**src/rtl/i2c_seq_pkg.sv**
```systemverilog
// Package: shared constants and types of the two-wire master sequencer.
// Assumes: status codes are kept as the 5-bit field that sits in bits 7..3.
package i2c_seq_pkg;

    // Register addresses on the software port
    localparam logic [1:0] REG_CTRL = 2'd0;
    localparam logic [1:0] REG_STAT = 2'd1;
    localparam logic [1:0] REG_DATA = 2'd2;

    // Control register bit positions
    localparam int CB_DONE = 7;
    localparam int CB_STA  = 5;
    localparam int CB_STO  = 4;
    localparam int CB_EN   = 2;
    localparam int CB_IE   = 0;

    // 5-bit status codes (value shown in the status register is code << 3)
    localparam logic [4:0] CODE_START     = 5'h01;
    localparam logic [4:0] CODE_RSTART    = 5'h02;
    localparam logic [4:0] CODE_ADDR_ACK  = 5'h03;
    localparam logic [4:0] CODE_ADDR_NACK = 5'h04;
    localparam logic [4:0] CODE_DATA_ACK  = 5'h05;
    localparam logic [4:0] CODE_DATA_NACK = 5'h06;
    localparam logic [4:0] CODE_IDLE      = 5'h1F;

    // Engine sequencing states
    typedef enum logic [2:0] {
        ST_IDLE,
        ST_WAIT,
        ST_START,
        ST_BYTE,
        ST_STOP
    } eng_state_t;

endpackage

```
**src/rtl/i2c_seq_tick.sv**
```systemverilog
// Module: quarter-bit tick generator.
// Emits a one-cycle tick every BASE_DIV * 4^sel clocks. Four ticks make one
// SCL period. Assumes BASE_DIV >= 2 so bus edges settle between ticks.
module i2c_seq_tick #(
    parameter int BASE_DIV = 4
) (
    input  logic       clk,
    input  logic       rst_n,
    input  logic [1:0] sel,
    output logic       tick
);
    localparam int NSEL  = 4;
    localparam int CNT_W = $clog2(BASE_DIV * 64 + 1);

    logic [CNT_W-1:0] lim_tab [NSEL];
    logic [CNT_W-1:0] cnt;

    // One terminal count per prescaler select
    for (genvar g = 0; g < NSEL; g++) begin : g_lim
        assign lim_tab[g] = CNT_W'(BASE_DIV * (1 << (2 * g)) - 1);
    end

    // Free-running divider; restarts on reaching the selected limit
    always_ff @(posedge clk) begin
        if (!rst_n) begin
            cnt  <= '0;
            tick <= 1'b0;
        end else if (cnt >= lim_tab[sel]) begin
            cnt  <= '0;
            tick <= 1'b1;
        end else begin
            cnt  <= cnt + 1'b1;
            tick <= 1'b0;
        end
    end
endmodule

```
**src/rtl/i2c_seq_busmon.sv**
```systemverilog
// Module: bus-busy tracker.
// Sets busy on a START (SDA falling with SCL high) and clears it on a STOP
// (SDA rising with SCL high), including conditions the engine makes itself.
// Assumes the line inputs are already synchronous to clk.
module i2c_seq_busmon (
    input  logic clk,
    input  logic rst_n,
    input  logic en,
    input  logic scl_i,
    input  logic sda_i,
    output logic busy
);
    logic scl_d;
    logic sda_d;
    logic start_seen;
    logic stop_seen;

    // Condition decode from the previous and present line levels
    always_comb begin
        start_seen = scl_d && scl_i && sda_d && !sda_i;
        stop_seen  = scl_d && scl_i && !sda_d && sda_i;
    end

    // Line history and busy state; idle while the block is disabled
    always_ff @(posedge clk) begin
        if (!rst_n || !en) begin
            scl_d <= 1'b1;
            sda_d <= 1'b1;
            busy  <= 1'b0;
        end else begin
            scl_d <= scl_i;
            sda_d <= sda_i;
            if (start_seen)
                busy <= 1'b1;
            else if (stop_seen)
                busy <= 1'b0;
        end
    end
endmodule

```
**src/rtl/i2c_seq_engine.sv**
```systemverilog
// Module: bus sequencing engine.
// Runs one START, repeated START, byte or STOP per launch, stepping on
// quarter-bit ticks, then pulses evt with a status code (or sto_clr after
// a STOP). Assumes go stays low from the evt pulse until software re-arms.
module i2c_seq_engine
    import i2c_seq_pkg::*;
(
    input  logic       clk,
    input  logic       rst_n,
    input  logic       en,
    input  logic       go,
    input  logic       sta,
    input  logic       sto,
    input  logic       busy,
    input  logic       tick,
    input  logic       sda_i,
    input  logic [7:0] tx_byte,
    output logic       scl_oe,
    output logic       sda_oe,
    output logic       master,
    output logic       evt,
    output logic       sto_clr,
    output logic [4:0] evt_code,
    output logic [7:0] evt_byte
);
    localparam int BITS_PER_XFER = 9;
    localparam int BIT_W = $clog2(BITS_PER_XFER + 1);
    localparam logic [BIT_W-1:0] ACK_SLOT = BIT_W'(BITS_PER_XFER - 1);

    eng_state_t       st;
    logic [1:0]       q;
    logic [BIT_W-1:0] bitn;
    logic [7:0]       shreg;
    logic             ack_n;
    logic             first;
    logic [4:0]       byte_code;

    // Status code for a finished byte: address phase or data phase
    always_comb begin
        if (first)
            byte_code = ack_n ? CODE_ADDR_NACK : CODE_ADDR_ACK;
        else
            byte_code = ack_n ? CODE_DATA_NACK : CODE_DATA_ACK;
    end

    // Sequencer: decide the operation, then step it quarter by quarter
    always_ff @(posedge clk) begin
        if (!rst_n || !en) begin
            st       <= ST_IDLE;
            q        <= 2'd0;
            bitn     <= '0;
            shreg    <= 8'h00;
            ack_n    <= 1'b1;
            first    <= 1'b0;
            scl_oe   <= 1'b0;
            sda_oe   <= 1'b0;
            master   <= 1'b0;
            evt      <= 1'b0;
            sto_clr  <= 1'b0;
            evt_code <= CODE_IDLE;
            evt_byte <= 8'hFF;
        end else begin
            evt     <= 1'b0;
            sto_clr <= 1'b0;
            case (st)
                ST_IDLE: begin
                    if (go) begin
                        if (sto) begin
                            if (master) begin
                                st <= ST_STOP;
                                q  <= 2'd0;
                            end else begin
                                sto_clr <= 1'b1;
                                scl_oe  <= 1'b0;
                                sda_oe  <= 1'b0;
                            end
                        end else if (sta) begin
                            q  <= 2'd0;
                            st <= (busy && !master) ? ST_WAIT : ST_START;
                        end else if (master) begin
                            st    <= ST_BYTE;
                            q     <= 2'd0;
                            bitn  <= '0;
                            shreg <= tx_byte;
                        end
                    end
                end
                ST_WAIT: begin
                    if (!sta)
                        st <= ST_IDLE;
                    else if (!busy) begin
                        st <= ST_START;
                        q  <= 2'd0;
                    end
                end
                ST_START: begin
                    if (tick) begin
                        q <= q + 2'd1;
                        case (q)
                            2'd0: sda_oe <= 1'b0;
                            2'd1: scl_oe <= 1'b0;
                            2'd2: sda_oe <= 1'b1;
                            default: begin
                                scl_oe   <= 1'b1;
                                evt      <= 1'b1;
                                evt_code <= master ? CODE_RSTART : CODE_START;
                                evt_byte <= tx_byte;
                                master   <= 1'b1;
                                first    <= 1'b1;
                                st       <= ST_IDLE;
                            end
                        endcase
                    end
                end
                ST_BYTE: begin
                    if (tick) begin
                        q <= q + 2'd1;
                        case (q)
                            2'd0: sda_oe <= (bitn == ACK_SLOT) ? 1'b0 : !shreg[7];
                            2'd1: scl_oe <= 1'b0;
                            2'd2: begin
                                if (bitn == ACK_SLOT)
                                    ack_n <= sda_i;
                                else
                                    shreg <= {shreg[6:0], sda_i};
                            end
                            default: begin
                                scl_oe <= 1'b1;
                                if (bitn == ACK_SLOT) begin
                                    evt      <= 1'b1;
                                    evt_code <= byte_code;
                                    evt_byte <= shreg;
                                    first    <= 1'b0;
                                    st       <= ST_IDLE;
                                end else begin
                                    bitn <= bitn + 1'b1;
                                end
                            end
                        endcase
                    end
                end
                ST_STOP: begin
                    if (tick) begin
                        q <= q + 2'd1;
                        case (q)
                            2'd0: sda_oe <= 1'b1;
                            2'd1: scl_oe <= 1'b0;
                            2'd2: sda_oe <= 1'b0;
                            default: begin
                                master  <= 1'b0;
                                sto_clr <= 1'b1;
                                st      <= ST_IDLE;
                            end
                        endcase
                    end
                end
                default: st <= ST_IDLE;
            endcase
        end
    end
endmodule

```
**src/rtl/i2c_seq_master.sv**
```systemverilog
// Module: register-driven two-wire bus master (top).
// Holds the control, status and data registers, gates the engine with the
// completion flag and raises irq. Assumes scl_i/sda_i are synchronous and
// that the pads pull a line low while its _oe output is high.
module i2c_seq_master
    import i2c_seq_pkg::*;
#(
    parameter int BASE_DIV = 4,
    parameter int ADDR_W   = 2
) (
    input  logic              clk,
    input  logic              rst_n,
    input  logic [ADDR_W-1:0] reg_addr,
    input  logic              reg_wr,
    input  logic [7:0]        reg_wdata,
    output logic [7:0]        reg_rdata,
    input  logic              scl_i,
    input  logic              sda_i,
    output logic              scl_oe,
    output logic              sda_oe,
    output logic              irq
);
    logic       done_q, sta_q, sto_q, en_q, ie_q, wcol_q;
    logic [4:0] code_q;
    logic [1:0] presc_q;
    logic [7:0] data_q;

    logic       ctrl_wr, stat_wr, data_wr;
    logic       go, tick, busy;
    logic       evt, sto_clr, eng_master;
    logic [4:0] evt_code;
    logic [7:0] evt_byte;

    // Register-port write decode
    always_comb begin
        ctrl_wr = reg_wr && (reg_addr == ADDR_W'(REG_CTRL));
        stat_wr = reg_wr && (reg_addr == ADDR_W'(REG_STAT));
        data_wr = reg_wr && (reg_addr == ADDR_W'(REG_DATA));
    end

    // Launch permission: flag clear and no completion in flight
    assign go  = !done_q && !evt;
    assign irq = done_q && ie_q;

    // Control register: completion flag, requests, enables
    always_ff @(posedge clk) begin
        if (!rst_n) begin
            done_q <= 1'b0;
            sta_q  <= 1'b0;
            sto_q  <= 1'b0;
            en_q   <= 1'b0;
            ie_q   <= 1'b0;
        end else begin
            if (evt)
                done_q <= 1'b1;
            else if (ctrl_wr && reg_wdata[CB_DONE])
                done_q <= 1'b0;
            if (ctrl_wr) begin
                sta_q <= reg_wdata[CB_STA];
                sto_q <= reg_wdata[CB_STO];
                en_q  <= reg_wdata[CB_EN];
                ie_q  <= reg_wdata[CB_IE];
            end else if (sto_clr) begin
                sto_q <= 1'b0;
            end
        end
    end

    // Status register: code from the engine, prescaler from software
    always_ff @(posedge clk) begin
        if (!rst_n) begin
            code_q  <= CODE_IDLE;
            presc_q <= 2'b00;
        end else begin
            if (evt)
                code_q <= evt_code;
            else if (sto_clr)
                code_q <= CODE_IDLE;
            if (stat_wr)
                presc_q <= reg_wdata[1:0];
        end
    end

    // Data register and write-collision flag
    always_ff @(posedge clk) begin
        if (!rst_n) begin
            data_q <= 8'hFF;
            wcol_q <= 1'b0;
        end else begin
            if (evt)
                data_q <= evt_byte;
            else if (data_wr && done_q)
                data_q <= reg_wdata;
            if (data_wr)
                wcol_q <= !done_q;
        end
    end

    // Register read mux
    always_comb begin
        case (reg_addr)
            ADDR_W'(REG_CTRL): reg_rdata = {done_q, 1'b0, sta_q, sto_q, wcol_q, en_q, 1'b0, ie_q};
            ADDR_W'(REG_STAT): reg_rdata = {code_q, 1'b0, presc_q};
            ADDR_W'(REG_DATA): reg_rdata = data_q;
            default:           reg_rdata = 8'h00;
        endcase
    end

    i2c_seq_tick #(.BASE_DIV(BASE_DIV)) u_tick (
        .clk   (clk),
        .rst_n (rst_n),
        .sel   (presc_q),
        .tick  (tick)
    );

    i2c_seq_busmon u_busmon (
        .clk   (clk),
        .rst_n (rst_n),
        .en    (en_q),
        .scl_i (scl_i),
        .sda_i (sda_i),
        .busy  (busy)
    );

    i2c_seq_engine u_engine (
        .clk      (clk),
        .rst_n    (rst_n),
        .en       (en_q),
        .go       (go),
        .sta      (sta_q),
        .sto      (sto_q),
        .busy     (busy),
        .tick     (tick),
        .sda_i    (sda_i),
        .tx_byte  (data_q),
        .scl_oe   (scl_oe),
        .sda_oe   (sda_oe),
        .master   (eng_master),
        .evt      (evt),
        .sto_clr  (sto_clr),
        .evt_code (evt_code),
        .evt_byte (evt_byte)
    );
endmodule

```
**config.mk**
```make
export PLATFORM = sky130hd
export DESIGN_NAME = i2c_seq_master
export DESIGN_NICKNAME = d
export VERILOG_FILES = /design/src/rtl/i2c_seq_pkg.sv /design/src/rtl/i2c_seq_tick.sv /design/src/rtl/i2c_seq_busmon.sv /design/src/rtl/i2c_seq_engine.sv /design/src/rtl/i2c_seq_master.sv
export SDC_FILE = /design/constraint.sdc
export NUM_CORES = 1
export LEC_CHECK = 0
export CORE_MARGIN = 2
export CORE_UTILIZATION = 58
export CTS_CLUSTER_SIZE = 14
export DETAILED_ROUTE_END_ITERATION = 12
export DONT_BUFFER_PORTS = 1
export HOLD_SLACK_MARGIN = 0.12
export PLACE_DENSITY = 0.74
export RECOVER_POWER = 100
export SLEW_MARGIN = 20
export SYNTH_ARGS = -nofsm -noshare
export SYNTH_HDL_FRONTEND = slang
export SYNTH_SLANG_ARGS = --single-unit
```
**constraint.sdc**
```tcl
create_clock -name clk -period 6.1 [get_ports clk]
set_clock_uncertainty 0.1 [all_clocks]
set_input_delay 0.915 -clock clk [delete_from_list [all_inputs] [get_ports clk]]
set_output_delay 0.915 -clock clk [all_outputs]
set_load 0.1 [all_outputs]
```
==> key figures <==
Status
  • Status: complete, but fails checks
  • Failing checks: max-capacitance violations, max-slew violations

Floorplan
  • I/O pin total: 26
  • Die W: 82.3 microns
  • Die height: 82.3 microns
  • Core area: 5920 sq um
  • Initial Utilization: 60.0%
  • Die Area: 6770 sq um
  • FP Rows: 28

Min path
  • Hold Crit Class: flip-flop to flip-flop

Logic synthesis
  • Post-Synthesis Cell Area: 3550 sq um
  • Async SR Flop Fraction: 0%
  • Net Count, Synth: 450
  • Yosys reg bits: 69
  • Distinct cell type count after synthesis: 57
  • Primary FF master, synth: dfxtp_1
  • Number of enable flip-flop cells after synthesis: 0
  • Register area share after synthesis: 38.9%
  • Syn avg cell area: 8.44 sq um
  • Warnings, synthesis: 0
  • Syn Inst Count: 421

Cells and area
  • Syn-to-layout area delta: 4.01%
  • Layout fillers: 520
  • Register Area: 1380 sq um
  • Layout Utilization: 62.4%
  • Area of the multi-input gates: 1980 sq um
  • Number of diodes: 0
  • Nets: 436
  • Share of layout cells above drive strength 1: 6.10%

Timing
  • Fmax: 236 MHz
  • Fin. max-slew vios: 6
  • Period utilisation layout: 69.3%
  • Final hold vios: 0
  • RSZ-0062 raised after global routing: no
  • Final setup vio count: 0
  • Slew @ Worst Pin: 2.95 ns
  • Setup TNS: 0 ns
  • Fin crit period: 4.23 ns
  • Max_slew headroom: -98.5%

Clock network
  • Buffer count from post-CTS setup fixing: 0
  • Clock Pin Slew Worst Setup and Hold Paths: 0.07 ns
  • Clk Latency, worst-skew pair: 0.34 ns
  • CTS sink cnt: 69
  • Root Buffer: clkbuf_8
  • CTS tree: yes
  • CTS H-Tree Depth: 3
  • Cts hold-fix bufs: 0
  • Total CTS buffers: 9
  • Clock buffer depth: 2
  • Post-CTS resize count: 0

Global routing
  • GRT Total Usage: 23.3%
  • Largest net degree at the start of global routing: 25
  • Vias in the first global route: 2623
  • Met1 Use GR: 32.1%
  • GRT busiest layer: met2
  • Met2 usage: 36.0%
  • Grt ovf: 0
  • GR Util met3: 4.02%
  • Global-route wire length before repair: 12100 microns
  • Initial antenna violation count: 0

Setup path
  • Startpoint types: primary input
  • CP Cell Sequence: mux2i_1 -> o21ai_0
  • CP max-delay cell: o21ai_0
  • Setup CP Type: primary input to output pin
  • Critical Path AT: 3.21 ns
  • Worst reg2reg setup slack: 2.69 ns
  • WP data required: 5.08 ns
  • Critical Path Fanout Max: 10
  • Nature of the critical path endpoint: output pin
  • Critical path's top delay family: compound AO/OA/AOI/OAI gates
  • Buf/Inv on CP: 0
  • Max incr delay on CP: 2.20 ns

Route
  • Detail-routed net length per standard cell: 15.6 microns
  • DR DRC count: 0
  • Final wirelength: 7570 microns
  • DR vias/cell: 5.97
  • Number of nets with antenna violations after routing: 0
  • DR pass1 iterations: 4
  • Via count: 2895
  • Initial DRC count: 105

Placement
  • Routability cong.: 0.802
  • Detail Placement HPWL: 5390 microns
  • Port buffer count: 0

Power
  • Pwr Total: 0.927 mW
  • Largest vdd supply drop: 127 uV
  • Pwr/cell area: 251 nW/um^2
  • Lkg Pwr: 1.45 nW

Flow run
  • Max Cap Viol: 7
[cell families after synthesis]
group	count (synthesis)	share of synthesized area, %
AOI/OAI and AO/OA	90	16.8
xor gates and xnor gates	7	1.72
adders and majority gates	14	4.93
buffers and inverters	36	4.15
DFF	69	38.9
muxes	29	8.48
and+or+nand+nor	176	25.1
[path summary, 6_finish.rpt]
path	start	cells past startpoint	to
min reg2reg	wcol_q$_SDFFE_PN0P_	2	wcol_q$_SDFFE_PN0P_
max reg2reg	u_engine.st[0]$_SDFFE_PP0P_	5	u_engine.bitn[0]$_SDFFE_PP0P_
min	wcol_q$_SDFFE_PN0P_	2	wcol_q$_SDFFE_PN0P_
max	reg_addr[1]	2	reg_rdata[7]
[synth_stat cells (all sizes together) (3+ instances only)]
cell type,n,share of area [%]
buf,10,1.4
nand4,3,0.53
and2,10,1.8
mux2i,20,5.6
or2,4,0.70
nor2b,13,2.3
a21oi,18,2.5
a211o,4,0.99
clkbuf,15,1.6
o31ai,3,0.63
nand3,10,1.4
a21o,4,0.84
xor2,6,1.5
a21boi,6,1.3
o21ai,26,3.7
nor3,11,2.0
a31oi,4,0.70
ha,14,4.9
inv,11,1.2
nand4b,3,0.74
and3,11,1.9
a211oi,8,1.7
mux2,9,2.9
dfxtp,69,39
nor2,42,4.4
nand2,53,5.6
o22ai,4,0.70
nand2b,3,0.53
[state kept, by name, indices dropped and copies added (netlist names), 2 cells and up]
signal	cells
code_q	4
data_q	8
presc_q	2
u_engine.bitn	4
u_engine.evt_byte	8
u_engine.evt_code	4
u_engine.q	2
u_engine.shreg	8
u_engine.st	3
u_tick.cnt	9
[cell usage in the layout (no fill, tap or decap), drive strengths merged, types with 2 or more instances in the layout]
master	n
nor3b	2
a22o	2
inv	11
or2	4
nand4	3
mux2	9
dfxtp	69
a211o	4
nand2b	3
nor2	42
o31ai	3
a21oi	18
nand3b	2
mux2i	20
or4	2
nand4b	3
a211oi	8
and2	10
nor4	2
o211ai	2
or4b	2
nand3	10
clkbuf	13
and3	11
o22ai	4
xor2	6
nand2	53
a31oi	4
o21ai	26
nor2b	13
a21o	4
nor3	11
ha	14
a21boi	6
[cell type report]
cell class              instances  share of cell area, %
clock inverters                 1                  0.812
inverters                      11                   1.12
multi-input cells             316                   53.6
clock buffers                  13                   4.57
well taps                      75                   2.54
flip-flops and latches         69                   37.4
[worst min-delay path, cell delays in order (launching register included)]
cell and delay [ns]:
dfxtp_1 0.31, nand2_1 0.04, a21boi_0 0.06
[report_power, final]
group          internal (mW)  switching [mW]
Clock                  0.218           0.162
Combinational         0.0207          0.0541
Sequential             0.459          0.0129
Total                  0.698           0.229
[routing by layer]
| layer | routed length (microns) | vias to the layer above |
|---|---|---|
| met3 | 355 | 10 |
| met4 | 117 | 0 |
| met2 | 3370 | 69 |
| met5 | 0 | - |
| met1 | 3730 | 1364 |
| li1 | - | 1452 |
[through the flow]
| stage | hold WS, ns | cell area (sq um) | worst slack, ns | cells |
|---|---|---|---|---|
| finish | 0.362 | 3700 | 1.87 | 485 |
| global placement | 0.334 | 3560 | 2.88 | 471 |
| floorplan | 0.323 | 3550 | 1.76 | 421 |
| CTS | 0.370 | 3760 | 2.86 | 485 |
| global route | 0.389 | 3700 | 1.84 | 485 |
| detailed placement | 0.361 | 3560 | 2.87 | 471 |
(Power assumes the default switching activity.)
